## src/rtl/vlcfg_pkg.sv

```systemverilog
// Package: shared widths and state-word field positions for the vector
// length configuration unit. Assumes LEN_W-bit fields for MVL and VL.
package vlcfg_pkg;
    localparam int DATA_W      = 64;
    localparam int LEN_W       = 7;
    localparam int IMM_W       = 7;
    localparam int MVL_LSB     = 0;
    localparam int VL_LSB      = MVL_LSB + LEN_W;
    localparam int FIELD_TOP   = VL_LSB + LEN_W;
    localparam int PERSIST_BIT = DATA_W - 2;
    localparam int VFIRST_BIT  = DATA_W - 1;

    typedef logic [LEN_W-1:0]  len_t;
    typedef logic [DATA_W-1:0] word_t;

    typedef struct packed {
        len_t mvl;
        len_t vl;
        logic ovf;
    } len_result_t;
endpackage

```

## src/rtl/vlcfg_sat.sv

```systemverilog
// Module: unsigned saturation of a wide operand to OUT_W bits.
// Assumes IN_W > OUT_W. Flags when any bit above OUT_W is set.
module vlcfg_sat #(
    parameter int IN_W  = 64,
    parameter int OUT_W = 7
) (
    input  logic [IN_W-1:0]  val_in,
    output logic [OUT_W-1:0] val_out,
    output logic             sat_hit
);
    localparam int HI_W = IN_W - OUT_W;

    logic [HI_W-1:0] upper;

    // Split the operand and choose the saturated or truncated value.
    always_comb begin
        upper   = val_in[IN_W-1:OUT_W];
        sat_hit = |upper;
        val_out = sat_hit ? {OUT_W{1'b1}} : val_in[OUT_W-1:0];
    end
endmodule

```

## src/rtl/vlcfg_len_pick.sv

```systemverilog
// Module: picks the candidate VL from state, source operand, loop counter
// or immediate. Register sources saturate. Assumes the immediate length is
// already formed by the caller.
module vlcfg_len_pick
    import vlcfg_pkg::*;
#(
    parameter int NSRC = 2
) (
    input  logic  set_len,
    input  logic  src_is_zero,
    input  logic  dst_is_zero,
    input  word_t src_value,
    input  word_t loop_count,
    input  len_t  imm_len,
    input  len_t  cur_vl,
    output len_t  vl_raw,
    output logic  sat_ovf
);
    word_t      opnd [NSRC];
    len_t       sat_val [NSRC];
    logic [NSRC-1:0] sat_flag;

    // Gather the register operands that need saturation (0: source, 1: loop).
    always_comb begin
        opnd[0] = src_value;
        opnd[1] = loop_count;
    end

    for (genvar g = 0; g < NSRC; g++) begin : g_sat
        vlcfg_sat #(.IN_W(DATA_W), .OUT_W(LEN_W)) u_sat (
            .val_in  (opnd[g]),
            .val_out (sat_val[g]),
            .sat_hit (sat_flag[g])
        );
    end

    // Priority choice of the VL source and its saturation flag.
    always_comb begin
        vl_raw  = cur_vl;
        sat_ovf = 1'b0;
        if (set_len) begin
            if (!src_is_zero) begin
                vl_raw  = sat_val[0];
                sat_ovf = sat_flag[0];
            end else if (dst_is_zero) begin
                vl_raw  = imm_len;
            end else begin
                vl_raw  = sat_val[1];
                sat_ovf = sat_flag[1];
            end
        end
    end
endmodule

```

## src/rtl/vlcfg_clamp.sv

```systemverilog
// Module: limits the candidate VL to MVL and merges the overflow sources.
// Assumes unsigned LEN_W-bit lengths.
module vlcfg_clamp
    import vlcfg_pkg::*;
(
    input  len_t        mvl,
    input  len_t        vl_raw,
    input  logic        sat_ovf,
    output len_result_t res
);
    logic too_long;

    // Compare against MVL and form the final lengths and flag.
    always_comb begin
        too_long = vl_raw > mvl;
        res.mvl  = mvl;
        res.vl   = too_long ? mvl : vl_raw;
        res.ovf  = sat_ovf | too_long;
    end

    // the limited VL never exceeds MVL.
    always_comb begin
        p_vl_le_mvl_r6: assert (res.vl <= res.mvl);
    end
endmodule

```

## src/rtl/vlcfg_unit.sv

```systemverilog
// Module: top of the vector length configuration unit. It evaluates one
// set-length operation per valid strobe and registers the new state word,
// the destination write data and enable, and the overflow flag.
// Assumes the caller feeds the current state word each operation.
module vlcfg_unit
    import vlcfg_pkg::*;
(
    input  logic              clk,
    input  logic              rst_n,
    input  logic              op_valid,
    input  logic [IMM_W-1:0]  imm_fld,
    input  logic              set_max,
    input  logic              set_len,
    input  logic              vf_mode_in,
    input  logic              src_is_zero,
    input  logic              dst_is_zero,
    input  logic [DATA_W-1:0] src_value,
    input  logic [DATA_W-1:0] loop_count,
    input  logic [DATA_W-1:0] state_in,
    output logic [DATA_W-1:0] state_out,
    output logic              dst_we,
    output logic [DATA_W-1:0] dst_data,
    output logic              ovf
);
    logic [IMM_W:0] imm_p1;
    len_t           imm_len;
    len_t           mvl_sel;
    len_t           vl_raw;
    logic           sat_ovf;
    len_result_t    res;
    word_t          next_state;

    // Form the immediate length and choose MVL.
    always_comb begin
        imm_p1  = {1'b0, imm_fld} + {{IMM_W{1'b0}}, 1'b1};
        imm_len = imm_p1[LEN_W-1:0];
        mvl_sel = set_max ? imm_len : state_in[MVL_LSB +: LEN_W];
    end

    vlcfg_len_pick #(.NSRC(2)) u_pick (
        .set_len     (set_len),
        .src_is_zero (src_is_zero),
        .dst_is_zero (dst_is_zero),
        .src_value   (src_value),
        .loop_count  (loop_count),
        .imm_len     (imm_len),
        .cur_vl      (state_in[VL_LSB +: LEN_W]),
        .vl_raw      (vl_raw),
        .sat_ovf     (sat_ovf)
    );

    vlcfg_clamp u_clamp (
        .mvl    (mvl_sel),
        .vl_raw (vl_raw),
        .sat_ovf(sat_ovf),
        .res    (res)
    );

    // Merge the new fields and mode bits into the state word.
    always_comb begin
        next_state = state_in;
        next_state[MVL_LSB +: LEN_W] = res.mvl;
        next_state[VL_LSB  +: LEN_W] = res.vl;
        if (set_max) begin
            next_state[VFIRST_BIT]  = vf_mode_in;
            next_state[PERSIST_BIT] = 1'b0;
        end
    end

    // Register the results on a valid strobe; the write enable is a pulse.
    always_ff @(posedge clk) begin
        if (!rst_n) begin
            state_out <= '0;
            dst_we    <= 1'b0;
            dst_data  <= '0;
            ovf       <= 1'b0;
        end else begin
            dst_we <= op_valid & ~dst_is_zero;
            if (op_valid) begin
                state_out <= next_state;
                dst_data  <= {{(DATA_W-LEN_W){1'b0}}, res.vl};
                ovf       <= res.ovf;
            end
        end
    end

    // outputs hold when no operation was strobed.
    p_hold_idle_r10: assert property (@(posedge clk) disable iff (!rst_n)
        !$past(op_valid) |-> ($stable(state_out) && $stable(ovf) && !dst_we));

    // a write pulse only follows a valid op with a nonzero destination.
    p_we_source_r8: assert property (@(posedge clk) disable iff (!rst_n)
        dst_we |-> ($past(op_valid) && !$past(dst_is_zero)));

    // a set-MVL operation leaves the persist bit clear.
    p_persist_clear_r9: assert property (@(posedge clk) disable iff (!rst_n)
        ($past(op_valid) && $past(set_max)) |-> !state_out[PERSIST_BIT]);

    // without set-MVL the stored MVL field is carried over.
    p_mvl_keep_r1: assert property (@(posedge clk) disable iff (!rst_n)
        ($past(op_valid) && !$past(set_max)) |->
        (state_out[MVL_LSB +: LEN_W] == $past(state_in[MVL_LSB +: LEN_W])));

    // bits outside the length fields and mode bits pass through.
    p_passthru_r7: assert property (@(posedge clk) disable iff (!rst_n)
        $past(op_valid) |->
        (state_out[PERSIST_BIT-1:FIELD_TOP] == $past(state_in[PERSIST_BIT-1:FIELD_TOP])));
endmodule

```

## config.mk

```make
export PLATFORM = sky130hd
export DESIGN_NAME = vlcfg_unit
export DESIGN_NICKNAME = d
export VERILOG_FILES = /design/src/rtl/vlcfg_pkg.sv /design/src/rtl/vlcfg_sat.sv /design/src/rtl/vlcfg_len_pick.sv /design/src/rtl/vlcfg_clamp.sv /design/src/rtl/vlcfg_unit.sv
export SDC_FILE = /design/constraint.sdc
export NUM_CORES = 1
export LEC_CHECK = 0
export ABC_AREA = 1
export ABC_CLOCK_PERIOD_IN_PS = 6400
export CAP_MARGIN = 5
export CORE_AREA = 2 2 131 133
export CTS_CLUSTER_DIAMETER = 120
export DETAILED_ROUTE_END_ITERATION = 8
export DIE_AREA = 0 0 133 135
export GPL_ROUTABILITY_DRIVEN = 0
export GPL_TIMING_DRIVEN = 0
export SYNTH_ARGS = -nofsm -noshare
export SYNTH_HDL_FRONTEND = slang
export SYNTH_SLANG_ARGS = --single-unit
```

## constraint.sdc

```tcl
create_clock -name clk -period 6.4 [get_ports clk]
set_input_delay 1.28 -clock clk [delete_from_list [all_inputs] [get_ports clk]]
set_output_delay 1.28 -clock clk [all_outputs]
set_load 0.02 [all_outputs]
```

=== Word-level counts from Yosys, hierarchy flattened ===
Cells that the tools add are included.

* Logic and storage cells: 22
* Input port bits: 207
* Output and inout port bits: 130
* Bits in registers: 73

* $add $sub $neg: 1
* Reductions and logical operators: 2
* Mux-type cells: 11
* Order comparisons: 1
* Bitwise gates (word level): 3

{| class="wikitable"
|+ Operators by type and width
! cell !! number
|-
| $reduce_or A57 Y1 || 2
|-
| $mux W7 || 7
|-
| $add A7 B1 Y7 const B || 1
|-
| $gt A7 B7 Y1 || 1
|-
| $mux W1 || 3
|-
| $mux W2 || 1
|-
| $and A1 B1 Y1 || 1
|-
| $not A1 Y1 || 1
|-
| $or A1 B1 Y1 || 1
|}

=== Depth between registers and ports, before layout ===
* Word-level depth: 7
* Mapped depth: 22
* Depth with buffers taken out: 22

=== Cells and area by module ===
A second synthesis with hierarchy kept.

* Cell total of the unflattened synthesis: 662
* Area total of the unflattened synthesis: 4421.7 sq um

{| class="wikitable"
|+ Modules (own cells, without submodules)
! module !! area each (sq um) !! times used !! sequential area each (sq um) !! cells each
|-
| vlcfg_unit || 3168.0 || 1 || 1321.3 || 396
|-
| vlcfg_sat || 281.5 || 2 || 0.0 || 69
|-
| vlcfg_clamp || 392.9 || 1 || 0.0 || 63
|-
| vlcfg_len_pick || 297.8 || 1 || 0.0 || 65
|}

=== Worst setup path after synthesis ===
No wires, ideal clock.

* Kind: input to register
* Start point: input loop_count[8]
* End point: register state_out[10]
* Stages: 18
* Setup slack: 3.067 ns
* Library setup time: 0.124 ns
* Path buffers: 0
* Data arrival time: 3.208 ns
* Path through: or2_1 -> nor2_1 -> nand2_1 -> nor2_4 -> nand3_1 -> nand2_1 -> nand2_1 -> nand2_1 -> inv_1 -> ha_1 -> nand2_1 -> or2_1 -> nand3_1 -> nand2_4 -> nand2_2 -> o21ai_0 -> nand2_1 -> a21oi_1

* Cells in the longest elaborated chain, start to end: 7

{| class="wikitable"
|+ RTL lines
! element !! line !! RTL
|-
| from (decl) || vlcfg_unit.sv:18 || <nowiki>input logic [DATA_W-1:0] loop_count,</nowiki>
|-
| $reduce_or A57 Y1 * || vlcfg_sat.sv:18 || <nowiki>sat_hit = |upper;</nowiki>
|-
| $mux W7 * || vlcfg_sat.sv:19 || <nowiki>val_out = sat_hit ? {OUT_W{1'b1}} : val_in[OUT_W-1:0];</nowiki>
|-
| $mux W7 * || vlcfg_len_pick.sv:45 || <nowiki>end else if (dst_is_zero) begin</nowiki>
|-
| $mux W7 * || vlcfg_len_pick.sv:42 || <nowiki>if (!src_is_zero) begin</nowiki>
|-
| $mux W7 * || vlcfg_len_pick.sv:41 || <nowiki>if (set_len) begin</nowiki>
|-
| $gt A7 B7 Y1 || vlcfg_clamp.sv:15 || <nowiki>too_long = vl_raw > mvl;</nowiki>
|-
| $mux W7 * || vlcfg_clamp.sv:17 || <nowiki>res.vl = too_long ? mvl : vl_raw;</nowiki>
|-
| to (signal assigned) || vlcfg_unit.sv:80 || <nowiki>state_out <= next_state;</nowiki>
|-
| to (decl) || vlcfg_unit.sv:20 || <nowiki>output logic [DATA_W-1:0] state_out,</nowiki>
|}

Mark *: on every way between the ends. The rest lies on a longest branch, timed or not.
A chain may end at the register's enable or synchronous reset.

=== Worst setup path in the final report ===
* Start point: input imm_fld[0]
* End point: register state_out[9]

* Cells in the longest elaborated chain, start to end: 6
* Elaborated cells between the ends (all ways): 7
* Those cells by class: 1 x add/sub; 1 x order compare; 5 x mux

{| class="wikitable"
|+ RTL lines
! element !! line !! RTL
|-
| from (decl) || vlcfg_unit.sv:11 || <nowiki>input logic [IMM_W-1:0] imm_fld,</nowiki>
|-
| $add A7 B1 Y7 * || vlcfg_unit.sv:35 || <nowiki>imm_p1 = {1'b0, imm_fld} + {{IMM_W{1'b0}}, 1'b1};</nowiki>
|-
| $mux W7 || vlcfg_len_pick.sv:45 ||
|-
| $mux W7 || vlcfg_len_pick.sv:42 ||
|-
| $mux W7 || vlcfg_len_pick.sv:41 ||
|-
| $gt A7 B7 Y1 || vlcfg_clamp.sv:15 ||
|-
| $mux W7 * || vlcfg_clamp.sv:17 ||
|}

Marks and branches as above.

==> metrics.md <==
| Metric | Value |
|---|---|
| Status | completed |
| Average vias per placed instance | 3.92 |
| Worst Path Max Fanout | 7 |
| Iter 0 DRT Violations | 141 |
| Post-synthesis sequential area ratio | 0.330 |
| Hold Fails Final Rpt | 0 |
| Setup Total Neg Slack | 0 ns |
| Synth Area per Inst | 6.44 um2 |
| Worst r2r src | state_out[7] |
| Post-synth top area cell | dfxtp_1 |
| Fin worst setup slack | 2.50 ns |
| Sink Count | 66 |
| Clk root buf | clkbuf_16 |
| Number of synthesized flops with an enable pin | 0 |
| Gate Count Post-Synth | 622 |
| Cell Rows | 47 |
| Maxcap violations | 0 |
| Top cell type's share of synthesized area | 0.330 |
| H-tree Lvls | 3 |
| Synth Warn # | 0 |
| Die area | 18000 um2 |
| Multi-input gate area | 2190 um2 |
| Total grt overflow | 0 |
| Kind of critical path | in2reg |
| Setup-failing EPs final | 0 |
| Core area | 16400 um2 |
| Kind of end point of the critical path | flip-flop |
| Async SR Flop Fraction | 0 |
| Height of the chip | 135 um |
| Period Utilization, post-route | 0.609 |
| Skew final | 0 ns |
| Die W | 133 um |
| FF+latch count, synth | 66 |
| Initial Util | 0.244 |
| Max Clock Freq | 0.256 GHz |
| Worst slew pin tran | 0.489 ns |
| Remaining DRCs | 0 |
| Final Routed Wirelength | 16100 um |
| Clock tree buffer depth | 2 |
| Fillcell total | 1700 |
| Max_slew headroom | 0.670 |
| Vias in the first global route | 4482 |
| Pre-CTS setup slack | 2.15 ns |
| Post-DP HPWL | 13600 um |
| Clk Latency, worst-skew pair | 0.33 ns |
| Top-count cell post-synth | nor2_1 |
| Routed WL per cell | 13.5 um |
| Critical Path Start | imm_fld[0] |
| Reg2Reg Depth | 2 |
| Power Density | 191 nW/um2 |
| # IOs | 337 |
| Nets | 1180 |
| ANT cells | 0 |
| Pre-antenna DRT Iters | 4 |
| Hold Crit Depth | 2 |
| Synth area leaders | dfxtp_1, nor2_1, buf_4, nand2_1, o21ai_0 |
| Final Max Slew Viols | 0 |
| Cts hold-fix bufs | 0 |
| First-pass GRT wire length | 24000 um |
| Mapped cell area | 4010 um2 |
| # Post-CTS Setup Buffers | 0 |
| Vias | 4663 |
| Primary FF master, synth | dfxtp_1 |
| CTS tree | built |
| Leakage | 3.31 nW |
| FF/Latch Area | 1320 um2 |
| Hold EP | state_out[18] |
| Post-layout min period | 3.90 ns |
| CP Data Required Time | 6.60 ns |
| Worst-path clk slew | 0.05 ns |
| Layout cells sized above 1 | 0.123 |
| Initial antenna violation count | 0 |
| Final Core Density | 0.462 |
| Maximum number of pins on one net before global-route repair | 13 |
| Tot GR Track Use | 0.172 |
| Worst reg-to-reg setup slack | 5.66 ns |
| IO buf count | 276 |
| Remaining antenna violation count after routing | 0 |
| Total Power | 1.45 mW |
| Startpoint Class | input port |
| R2r endpoint | state_out[7] |
| Worst min path class | reg2reg |
| Number of buffers created by CTS | 9 |
| VDD IR-drop max | 0.177 mV |
| Hold Startpoint | state_out[18] |
| Layout Area Growth over Synthesis | 89.3% |
| Number of gates resized after cts | 0 |
| Commonest cells in the netlist | nor2_1, nand2_1, dfxtp_1, buf_4, o21ai_0 |
| CP arrival | 4.10 ns |
| RSZ-0062 raised after global routing | false |
| Distinct cells, synth | 31 |
layout make-up:
| class | instances | share of cell area |
|---|---|---|
| Timing Repair Buffer | 276 | 0.364 |
| Buffer | 89 | 0.0776 |
| Tap cell | 220 | 0.0363 |
| Clock inverter | 6 | 0.0117 |
| Inverter | 32 | 0.0158 |
| Sequential cell | 66 | 0.174 |
| Clock buffer | 10 | 0.0315 |
| Multi-Input combinational cell | 491 | 0.288 |
registers in the layout (all words and copies together), names as in the netlist:
name and cells:
dst_we 1, state_out 64, ovf 1
through the flow:
step	hold WS, ns	instance area, um2	instances
floorplan	0.558	4220	678
global route	0.518	7580	1190
CTS	0.494	7580	1190
global placement	0.460	7250	1174
detailed placement	0.467	7250	1174
finish	0.496	7580	1190
critical path, stage by stage:
cell and delay [ns]:
clkdlybuf4s50_1 0.58, ha_1 0.23, nand3_2 0.10, nor2_2 0.11
nand2_1 0.06, nand2_1 0.07, nand3_1 0.06, nand2_1 0.07
clkinv_1 0.06, nand2_1 0.09, nand2_1 0.06, nand2_1 0.07
inv_1 0.04, ha_1 0.28, nand2_1 0.07, or2_1 0.22
nand3_1 0.17, nand2_4 0.10, nand2_2 0.13, o21ai_0 0.10
nand2_1 0.09, a21oi_1 0.06
how the worst max path moves through the flow:
stage                    endpoint  cells past startpoint  slack (ns)
detailed placement  state_out[10]                     22        2.15
CTS                 state_out[10]                     22        2.49
floorplan           state_out[10]                     18        3.07
global route         state_out[9]                     22        2.16
global placement    state_out[10]                     22        2.17
finish               state_out[9]                     22        2.50
per-layer routing:
metal  up-vias  share of wire  GRT usage
li1       2527              -          -
met1      1962           0.43      0.213
met2       150           0.49      0.299
met3        24          0.061     0.0443
met4         0          0.017     0.0424
met5         -              0          0
cells in the final DEF, fill, tap and decap left out, types with 13 or more instances in the layout:
master,instances
clkdlybuf4s50_1,276
nor2_1,175
nand2_1,101
dfxtp_1,66
buf_4,64
o21ai_0,57
conb_1,57
a21oi_1,33
inv_1,24
clkbuf_1,13
nand3_1,13
power by group:
group          total [mW]  switching [mW]  internal [mW]
clock network       0.535           0.183          0.352
registers           0.462          0.0193          0.443
logic               0.453           0.207          0.247
cells by family after synthesis:
logic type               count (synthesis)  share of synthesized area
XOR/XNOR                                 3                    0.00656
flip-flops                              66                      0.330
adder cells (fa/ha/maj)                  8                     0.0250
other                                    1                   0.000936
AND/OR/NAND/NOR                        318                      0.324
buffers and inverters                  121                      0.177
AO/OA/AOI/OAI                          105                      0.137
Power figures use the tool's default switching activity.
